[src/rtl/fpdsq_pkg.sv]
package fpdsq_pkg;
  localparam int EXP_W    = 8;
  localparam int FRAC_W   = 23;
  localparam int SIG_W    = FRAC_W + 1;
  localparam int WORD_W   = 1 + EXP_W + FRAC_W;
  // quotient/root bits: significand, guard, and one spare for the sub-one case
  localparam int QUO_W    = SIG_W + 2;
  localparam int RAD_W    = 2 * QUO_W;
  localparam int REM_W    = QUO_W + 4;
  localparam int EXPI_W   = EXP_W + 2;
  localparam int EXP_BIAS = (1 << (EXP_W - 1)) - 1;

  localparam logic [WORD_W-1:0] QNAN_WORD =
    {1'b0, {EXP_W{1'b1}}, 1'b1, {(FRAC_W-1){1'b0}}};
  localparam logic [WORD_W-2:0] INF_MAG = {{EXP_W{1'b1}}, {FRAC_W{1'b0}}};

  typedef struct packed {
    logic              sign;
    logic [EXP_W-1:0]  exp;
    logic [SIG_W-1:0]  sig;
    logic              is_zero;
    logic              is_inf;
    logic              is_nan;
  } fp_cls_t;
endpackage

[src/rtl/fpdsq_unpack.sv]
module fpdsq_unpack
  import fpdsq_pkg::*;
(
  input  logic [WORD_W-1:0] word_i,
  output fp_cls_t           cls_o
);
  logic [EXP_W-1:0]  exp_f;
  logic [FRAC_W-1:0] frac_f;
  logic              exp_zero;
  logic              exp_ones;

  assign exp_f    = word_i[WORD_W-2 -: EXP_W];
  assign frac_f   = word_i[FRAC_W-1:0];
  assign exp_zero = (exp_f == '0);
  assign exp_ones = (exp_f == '1);

  always_comb begin
    cls_o.sign    = word_i[WORD_W-1];
    cls_o.exp     = exp_f;
    cls_o.sig     = {1'b1, frac_f};
    cls_o.is_zero = exp_zero;              // denormals flushed
    cls_o.is_inf  = exp_ones && (frac_f == '0);
    cls_o.is_nan  = exp_ones && (frac_f != '0);
  end
endmodule

[src/rtl/fpdsq_special.sv]
module fpdsq_special
  import fpdsq_pkg::*;
(
  input  logic              sqrt_i,
  input  fp_cls_t           a_i,
  input  fp_cls_t           b_i,
  output logic              hit_o,
  output logic [WORD_W-1:0] val_o
);
  logic q_sign;
  assign q_sign = a_i.sign ^ b_i.sign;

  always_comb begin
    hit_o = 1'b1;
    val_o = '0;
    if (sqrt_i) begin
      if (a_i.is_nan)       val_o = QNAN_WORD;
      else if (a_i.is_zero) val_o = {a_i.sign, {(WORD_W-1){1'b0}}};
      else if (a_i.sign)    val_o = QNAN_WORD;
      else if (a_i.is_inf)  val_o = {1'b0, INF_MAG};
      else                  hit_o = 1'b0;
    end else begin
      if (a_i.is_nan || b_i.is_nan)
        val_o = QNAN_WORD;
      else if ((a_i.is_zero && b_i.is_zero) || (a_i.is_inf && b_i.is_inf))
        val_o = QNAN_WORD;
      else if (a_i.is_inf || b_i.is_zero)
        val_o = {q_sign, INF_MAG};
      else if (a_i.is_zero || b_i.is_inf)
        val_o = {q_sign, {(WORD_W-1){1'b0}}};
      else
        hit_o = 1'b0;
    end
  end
endmodule

[src/rtl/fpdsq_engine.sv]
module fpdsq_engine
  import fpdsq_pkg::*;
(
  input  logic             clk,
  input  logic             rst_n,
  input  logic             load_i,
  input  logic             step_i,
  input  logic             sqrt_i,
  input  logic [SIG_W-1:0] num_i,
  input  logic [SIG_W-1:0] den_i,
  input  logic [RAD_W-1:0] rad_i,
  output logic [QUO_W-1:0] quo_o,
  output logic             sticky_o
);
  logic [REM_W-1:0] rem_q, rem_d;
  logic [QUO_W-1:0] quo_q, quo_d;
  logic [RAD_W-1:0] rad_q, rad_d;
  logic [SIG_W-1:0] den_q, den_d;
  logic             en;

  logic [REM_W-1:0] partial;
  logic [REM_W-1:0] trial;
  logic [REM_W:0]   diff;
  logic             qbit;
  logic [REM_W-1:0] kept;

  assign en = load_i | step_i;

  // one comparator/subtractor shared by both recurrences
  always_comb begin
    partial = sqrt_i ? {rem_q[REM_W-3:0], rad_q[RAD_W-1 -: 2]} : rem_q;
    trial   = sqrt_i ? REM_W'({quo_q, 2'b01}) : REM_W'(den_q);
    diff    = {1'b0, partial} - {1'b0, trial};
    qbit    = ~diff[REM_W];
    kept    = qbit ? diff[REM_W-1:0] : partial;
  end

  always_comb begin
    rem_d = rem_q;
    quo_d = quo_q;
    rad_d = rad_q;
    den_d = den_q;
    if (load_i) begin
      rem_d = sqrt_i ? '0 : REM_W'(num_i);
      quo_d = '0;
      rad_d = rad_i;
      den_d = den_i;
    end else if (step_i) begin
      rem_d = sqrt_i ? kept : {kept[REM_W-2:0], 1'b0};
      quo_d = {quo_q[QUO_W-2:0], qbit};
      rad_d = {rad_q[RAD_W-3:0], 2'b00};
    end
  end

  always_ff @(posedge clk or negedge rst_n) begin
    if (!rst_n) begin
      rem_q <= '0;
      quo_q <= '0;
      rad_q <= '0;
      den_q <= '0;
    end else if (en) begin
      rem_q <= rem_d;
      quo_q <= quo_d;
      rad_q <= rad_d;
      den_q <= den_d;
    end
  end

  assign quo_o    = quo_q;
  assign sticky_o = |rem_q;
endmodule

[src/rtl/fpdsq_round.sv]
module fpdsq_round
  import fpdsq_pkg::*;
(
  input  logic              sign_i,
  input  logic [EXPI_W-1:0] exp_i,
  input  logic [QUO_W-1:0]  quo_i,
  input  logic              sticky_i,
  output logic [WORD_W-1:0] word_o
);
  localparam logic [EXPI_W-1:0] E_TOP = EXPI_W'((1 << EXP_W) - 1);

  logic              lead;
  logic [SIG_W-1:0]  mant_pre;
  logic              guard;
  logic              rest;
  logic              up;
  logic [SIG_W:0]    sum;
  logic              carry;
  logic [SIG_W-1:0]  mant_fin;
  logic [EXPI_W-1:0] e1, e2;
  logic              ovf, unf;

  always_comb begin
    lead     = quo_i[QUO_W-1];
    mant_pre = lead ? quo_i[QUO_W-1:2] : quo_i[QUO_W-2:1];
    guard    = lead ? quo_i[1] : quo_i[0];
    rest     = lead ? (quo_i[0] | sticky_i) : sticky_i;
    e1       = exp_i - {{(EXPI_W-1){1'b0}}, ~lead};
    up       = guard & (rest | mant_pre[0]);
    sum      = {1'b0, mant_pre} + {{SIG_W{1'b0}}, up};
    carry    = sum[SIG_W];
    mant_fin = carry ? sum[SIG_W:1] : sum[SIG_W-1:0];
    e2       = e1 + {{(EXPI_W-1){1'b0}}, carry};
    unf      = e2[EXPI_W-1] || (e2 == '0);
    ovf      = !e2[EXPI_W-1] && (e2 >= E_TOP);
    if (unf)      word_o = {sign_i, {(WORD_W-1){1'b0}}};
    else if (ovf) word_o = {sign_i, INF_MAG};
    else          word_o = {sign_i, e2[EXP_W-1:0], mant_fin[FRAC_W-1:0]};
  end
endmodule

[src/rtl/fpdsq_unit.sv]
module fpdsq_unit
  import fpdsq_pkg::*;
#(
  parameter int LATENCY = 30
) (
  input  logic              clk,
  input  logic              rst_n,
  input  logic              start_i,
  input  logic              op_sqrt_i,
  input  logic [WORD_W-1:0] a_i,
  input  logic [WORD_W-1:0] b_i,
  output logic              busy_o,
  output logic              done_o,
  output logic [WORD_W-1:0] result_o
);
  localparam int CNT_W      = $clog2(LATENCY + 1);
  localparam int STEP_FIRST = 2;
  localparam int STEP_LAST  = STEP_FIRST + QUO_W - 1;   // LATENCY must be >= this

  logic              busy_q, busy_d;
  logic              done_q, done_d;
  logic [CNT_W-1:0]  cnt_q, cnt_d;
  logic              op_q;
  logic [WORD_W-1:0] a_q, b_q;
  logic [WORD_W-1:0] res_q, res_d;

  logic accept, finish, load, step;

  fp_cls_t           cls [2];
  logic [WORD_W-1:0] opnd [2];
  logic              sp_hit;
  logic [WORD_W-1:0] sp_val;
  logic [RAD_W-1:0]  rad;
  logic [EXPI_W-1:0] exp_div, exp_sq, exp_sel;
  logic [QUO_W-1:0]  quo;
  logic              sticky;
  logic              rnd_sign;
  logic [WORD_W-1:0] rnd_word;

  // control
  assign accept = start_i & ~busy_q;
  assign finish = busy_q & (cnt_q == CNT_W'(LATENCY));
  assign load   = busy_q & (cnt_q == CNT_W'(1));
  assign step   = busy_q & (cnt_q >= CNT_W'(STEP_FIRST)) & (cnt_q <= CNT_W'(STEP_LAST));

  always_comb begin
    busy_d = busy_q;
    cnt_d  = cnt_q;
    if (accept) begin
      busy_d = 1'b1;
      cnt_d  = CNT_W'(1);
    end else if (finish) begin
      busy_d = 1'b0;
    end else if (busy_q) begin
      cnt_d  = cnt_q + CNT_W'(1);
    end
    done_d = finish;
    res_d  = sp_hit ? sp_val : rnd_word;
  end

  always_ff @(posedge clk or negedge rst_n) begin
    if (!rst_n) begin
      busy_q <= 1'b0;
      done_q <= 1'b0;
      cnt_q  <= '0;
    end else begin
      busy_q <= busy_d;
      done_q <= done_d;
      cnt_q  <= cnt_d;
    end
  end

  always_ff @(posedge clk or negedge rst_n) begin
    if (!rst_n) begin
      op_q <= 1'b0;
      a_q  <= '0;
      b_q  <= '0;
    end else if (accept) begin
      op_q <= op_sqrt_i;
      a_q  <= a_i;
      b_q  <= b_i;
    end
  end

  always_ff @(posedge clk or negedge rst_n) begin
    if (!rst_n)      res_q <= '0;
    else if (finish) res_q <= res_d;
  end

  // unpack both operands
  assign opnd[0] = a_q;
  assign opnd[1] = b_q;
  for (genvar g = 0; g < 2; g++) begin : g_unpack
    fpdsq_unpack u_unpack (.word_i(opnd[g]), .cls_o(cls[g]));
  end

  fpdsq_special u_special (
    .sqrt_i (op_q),
    .a_i    (cls[0]),
    .b_i    (cls[1]),
    .hit_o  (sp_hit),
    .val_o  (sp_val)
  );

  // odd unbiased exponent (even biased field) doubles the significand
  always_comb begin
    if (cls[0].exp[0]) rad = {1'b0, cls[0].sig, {(RAD_W-SIG_W-1){1'b0}}};
    else               rad = {cls[0].sig, {(RAD_W-SIG_W){1'b0}}};
    exp_div  = {2'b00, cls[0].exp} - {2'b00, cls[1].exp} + EXPI_W'(EXP_BIAS);
    exp_sq   = ({2'b00, cls[0].exp} + EXPI_W'(EXP_BIAS)) >> 1;
    exp_sel  = op_q ? exp_sq : exp_div;
    rnd_sign = op_q ? 1'b0 : (cls[0].sign ^ cls[1].sign);
  end

  fpdsq_engine u_engine (
    .clk      (clk),
    .rst_n    (rst_n),
    .load_i   (load),
    .step_i   (step),
    .sqrt_i   (op_q),
    .num_i    (cls[0].sig),
    .den_i    (cls[1].sig),
    .rad_i    (rad),
    .quo_o    (quo),
    .sticky_o (sticky)
  );

  fpdsq_round u_round (
    .sign_i   (rnd_sign),
    .exp_i    (exp_sel),
    .quo_i    (quo),
    .sticky_i (sticky),
    .word_o   (rnd_word)
  );

  assign busy_o   = busy_q;
  assign done_o   = done_q;
  assign result_o = res_q;
endmodule

[config.mk]
export PLATFORM = sky130hd
export DESIGN_NAME = fpdsq_unit
export DESIGN_NICKNAME = d
export VERILOG_FILES = /design/src/rtl/fpdsq_pkg.sv /design/src/rtl/fpdsq_unpack.sv /design/src/rtl/fpdsq_special.sv /design/src/rtl/fpdsq_engine.sv /design/src/rtl/fpdsq_round.sv /design/src/rtl/fpdsq_unit.sv
export SDC_FILE = /design/constraint.sdc
export NUM_CORES = 1
export LEC_CHECK = 0
export BUFFER_PORTS_ARGS = -buffer_cell sky130_fd_sc_hd__buf_2
export CAP_MARGIN = 25
export CORE_ASPECT_RATIO = 1.75
export CORE_MARGIN = 8
export CORE_UTILIZATION = 46
export CTS_BUF_LIST = sky130_fd_sc_hd__clkbuf_4 sky130_fd_sc_hd__clkbuf_8
export DETAILED_ROUTE_END_ITERATION = 6
export PLACE_DENSITY = 0.61
export SLEW_MARGIN = 25
export SYNTH_ARGS = -nofsm -noshare
export SYNTH_HDL_FRONTEND = slang
export SYNTH_SLANG_ARGS = --single-unit
[constraint.sdc]
create_clock -name clk -period 17.8 [get_ports clk]
set_input_delay 1.78 -clock clk [delete_from_list [all_inputs] [get_ports clk]]
set_output_delay 1.78 -clock clk [all_outputs]
set_load 0.05 [all_outputs]
==> out/metrics.yaml <==
placed_design:
  dpl.hpwl_um: 31400
  buffer_ports.inserted: 101
  gpl.final_weighted_congestion: 0.902
synth:
  synthDominantCellAreaShare_pct: 37.4
  synth_seq_cells: 209
  post_synth_top_flop: "dfrtp_1"
  synth_area_um2: 14000
  synth.yosys.warnings: 0
  synthSimpleGateAreaFrac_pct: 23.8
  synth_top_family_by_area: "simple AND/OR/NAND/NOR gates"
  synth_top_cells_by_count: "nand2_1, dfrtp_1, a21oi_1, nor2_1, o21ai_0"
  post_syn_instances: 1738
  synth_top_cells_by_area: "dfrtp_1, nand2_1, ha_1"
  syn_avg_cell_area_um2: 8.04
  synth_most_common_cell: "nand2_1"
  synth_fa_ha_area_share_pct: 5.26
  synth_largest_area_cell: "dfrtp_1"
  xor_xnor_fraction_of_synth_area_pct: 4.83
  synth_compound_gate_area_share_pct: 18.9
  yosys-mux-area-fraction_pct: 5.27
  async_flop_share_pct: 100
  ys_types: 76
  mappedNetlistNets: 1863
  synth-seq-area-share_pct: 37.4
  synth-edff-count: 0
clocking:
  clk_transition_reported_paths_ps: 70
  cts_setup_buffers: 0
  clock_insertion_delay_worst_skew_ps: 560
  cts.repair.resized: 0
  clk_path_buf_depth: 3
  htree_num_levels: 2
  tritoncts.num_buffers: 35
  cts_tree: "done"
  cts_root_buf: "clkbuf_8"
  cts.sink_count: 209
  post_cts_hold_buffer_count: 0
setup_path:
  startpoint: "u_engine.quo_o[25]"
  timing.critical_path.required_ps: 18240
  r2r_cells: 27
  worst-path-max-fanout: 47
  cp-end-kind: "flip-flop"
  path_class: "flip-flop to flip-flop"
  startpoint_type: "flip-flop"
  worstReg2RegEnd: "result_o[21]"
  wp_data_arrival_ps: 7630
  crit_path_top_delay_cell: "a2111oi_0"
  rrSetupSlack_ps: 10620
  cp_common_cell: "nand2_1"
  reg2reg_from: "u_engine.quo_o[25]"
  path_buf_inv: 4
  cpLargestDelayFamily: "simple AND/OR/NAND/NOR gates"
  critPathMaxStageDelay_ps: 560
min_path:
  min_path_type: "flip-flop to flip-flop"
  min_delay_worst_endpoint: "result_o[14]"
  hp-start: "result_o[14]"
  min_delay_path_depth: 2
timing:
  timing.final.crit_period_ps: 7180
  timing.fmax_ghz: 0.139
  fin_tns_setup_ps: 0
  max_slew.worst_pin.slew_ps: 894
  fin_worst_skew_ps: 21.2
  grt_setup_unrepaired: "false"
  setup_violations: 0
  final_hold_viol_count: 0
  final_max_slew_viol_count: 0
  relative_slew_slack_pct: 40.2
  finalCritPeriodShare_pct: 40.4
global_route:
  grt_pass1_wl_um: 67700
  antenna_found_initial: 1
  grt.total_usage_pct: 23.4
  grt_start_max_net_pins: 86
  gr-total-overflow: 0
  via_count_of_the_first_global_routing_pass: 12700
run:
  drv_cap: 0
drt:
  drt_pre_antenna_iters: 5
  routed_wirelength_um: 42700
  routed_wire_length_per_instance_um: 19.4
  vias_per_cell: 5.77
  drt_iter0_markers: 823
  drc: 0
  detailroute.via_count: 12700
  ant_nets: 0
finish:
  multi_input_gate_area_um2: 8150
  drive_above_1_share_pct: 12.8
  num-fill-cells: 2951
  design.final.nets: 1907
  ff_latch_area_um2: 5230
  flow.area_growth_from_synthesis_pct: 11.1
floorplanning:
  initial_core_util_pct: 46.7
  pin_count: 102
  floorplan.core_area_um2: 30000
  die_w_um: 148
  die_height_um: 247
  die_area_um2: 36400
  row_count: 84
status:
  outcome: "completed"
==> cell type report <==
type,instances,share of cell area [%]
diodes,1,0.0161
clock buffers,52,4.29
clock inverters,12,1.02
inverters,44,1.06
multi-input cells,1373,52.5
flip-flops and latches,209,33.7
well taps,387,3.12
repair buffers,119,4.33
==> cell usage in the layout (no fill, tap or decap), types with 17 or more instances in the layout <==
cell / Yosys / layout
a211oi_1: 38 / 38
a21o_1: 23 / 23
a21oi_1: 113 / 113
a31oi_1: 38 / 38
and2_1: 24 / 24
buf_2: 9 / 100
clkbuf_8: 0 / 45
dfrtp_1: 209 / 208
ha_1: 54 / 54
inv_1: 43 / 43
mux2_2: 29 / 29
mux2i_1: 41 / 41
nand2_1: 472 / 471
nand3_1: 37 / 36
nand4_1: 17 / 17
nor2_1: 98 / 98
nor3_1: 27 / 27
nor4_1: 22 / 22
o21ai_0: 79 / 79
or3_1: 17 / 17
xnor2_1: 43 / 43
xor2_1: 34 / 34
==> flip-flops by register name, summed over array words and instances, names as in the netlist <==
signal and flops:
busy_o 1, u_engine.den_q 24, u_engine.rem_q 30, result_o 32
u_engine.quo_o 26, cnt_q 5, done_o 1, a_q 32
op_q 1, u_engine.rad_q 25, b_q 32
==> stage by stage <==
step	instances	cell area [µm²]	hold WS, ps	utilization (%)	setup WS, ps
floorplan	1738	14000	434	-	11660
global placement	2131	14700	456	49.0	10910
detailed placement	2131	14700	460	49.0	10710
CTS	2195	15500	476	51.7	10670
global route	2197	15500	504	51.9	10090
finish	2197	15500	470	51.9	10620
==> worst register-to-register path: cells and delay by family, from the launching register on <==
family | cells | cell delay (ps)
fa+ha+maj | 4 | 1080
compound gates | 6 | 1890
flops | 1 | 320
buf+inv | 4 | 690
simple gates | 13 | 3080
==> cells by family after synthesis <==
family | Yosys count
xor+xnor | 77
simple gates | 763
compound gates | 406
buf+inv | 156
fa+ha+maj | 57
mux | 70
flops | 209
==> per-layer routing <==
layer  share of wire [%]  global-route usage [%]  up-vias
met5                   0                       0        -
met3                 3.7                    2.87      121
met1                  36                    23.9     6080
li1                    -                       -     6157
met4                 6.2                    14.6        0
met2                  54                    44.0      318
==> worst max path at each step <==
| stage | slack [ps] | to | cells past startpoint |
|---|---|---|---|
| 2_1_floorplan | 11660 | result_o[11] | 31 |
| 3_3_place_gp | 10910 | result_o[3] | 27 |
| 3_5_place_dp | 10710 | result_o[1] | 27 |
| 4_1_cts | 10670 | result_o[1] | 27 |
| 5_1_grt | 10090 | result_o[1] | 27 |
| 6_report | 10620 | result_o[21] | 27 |
Power is left out: the tool's default activity adds up to more than one toggle a clock period on the data nets, which glitch-free logic cannot reach.
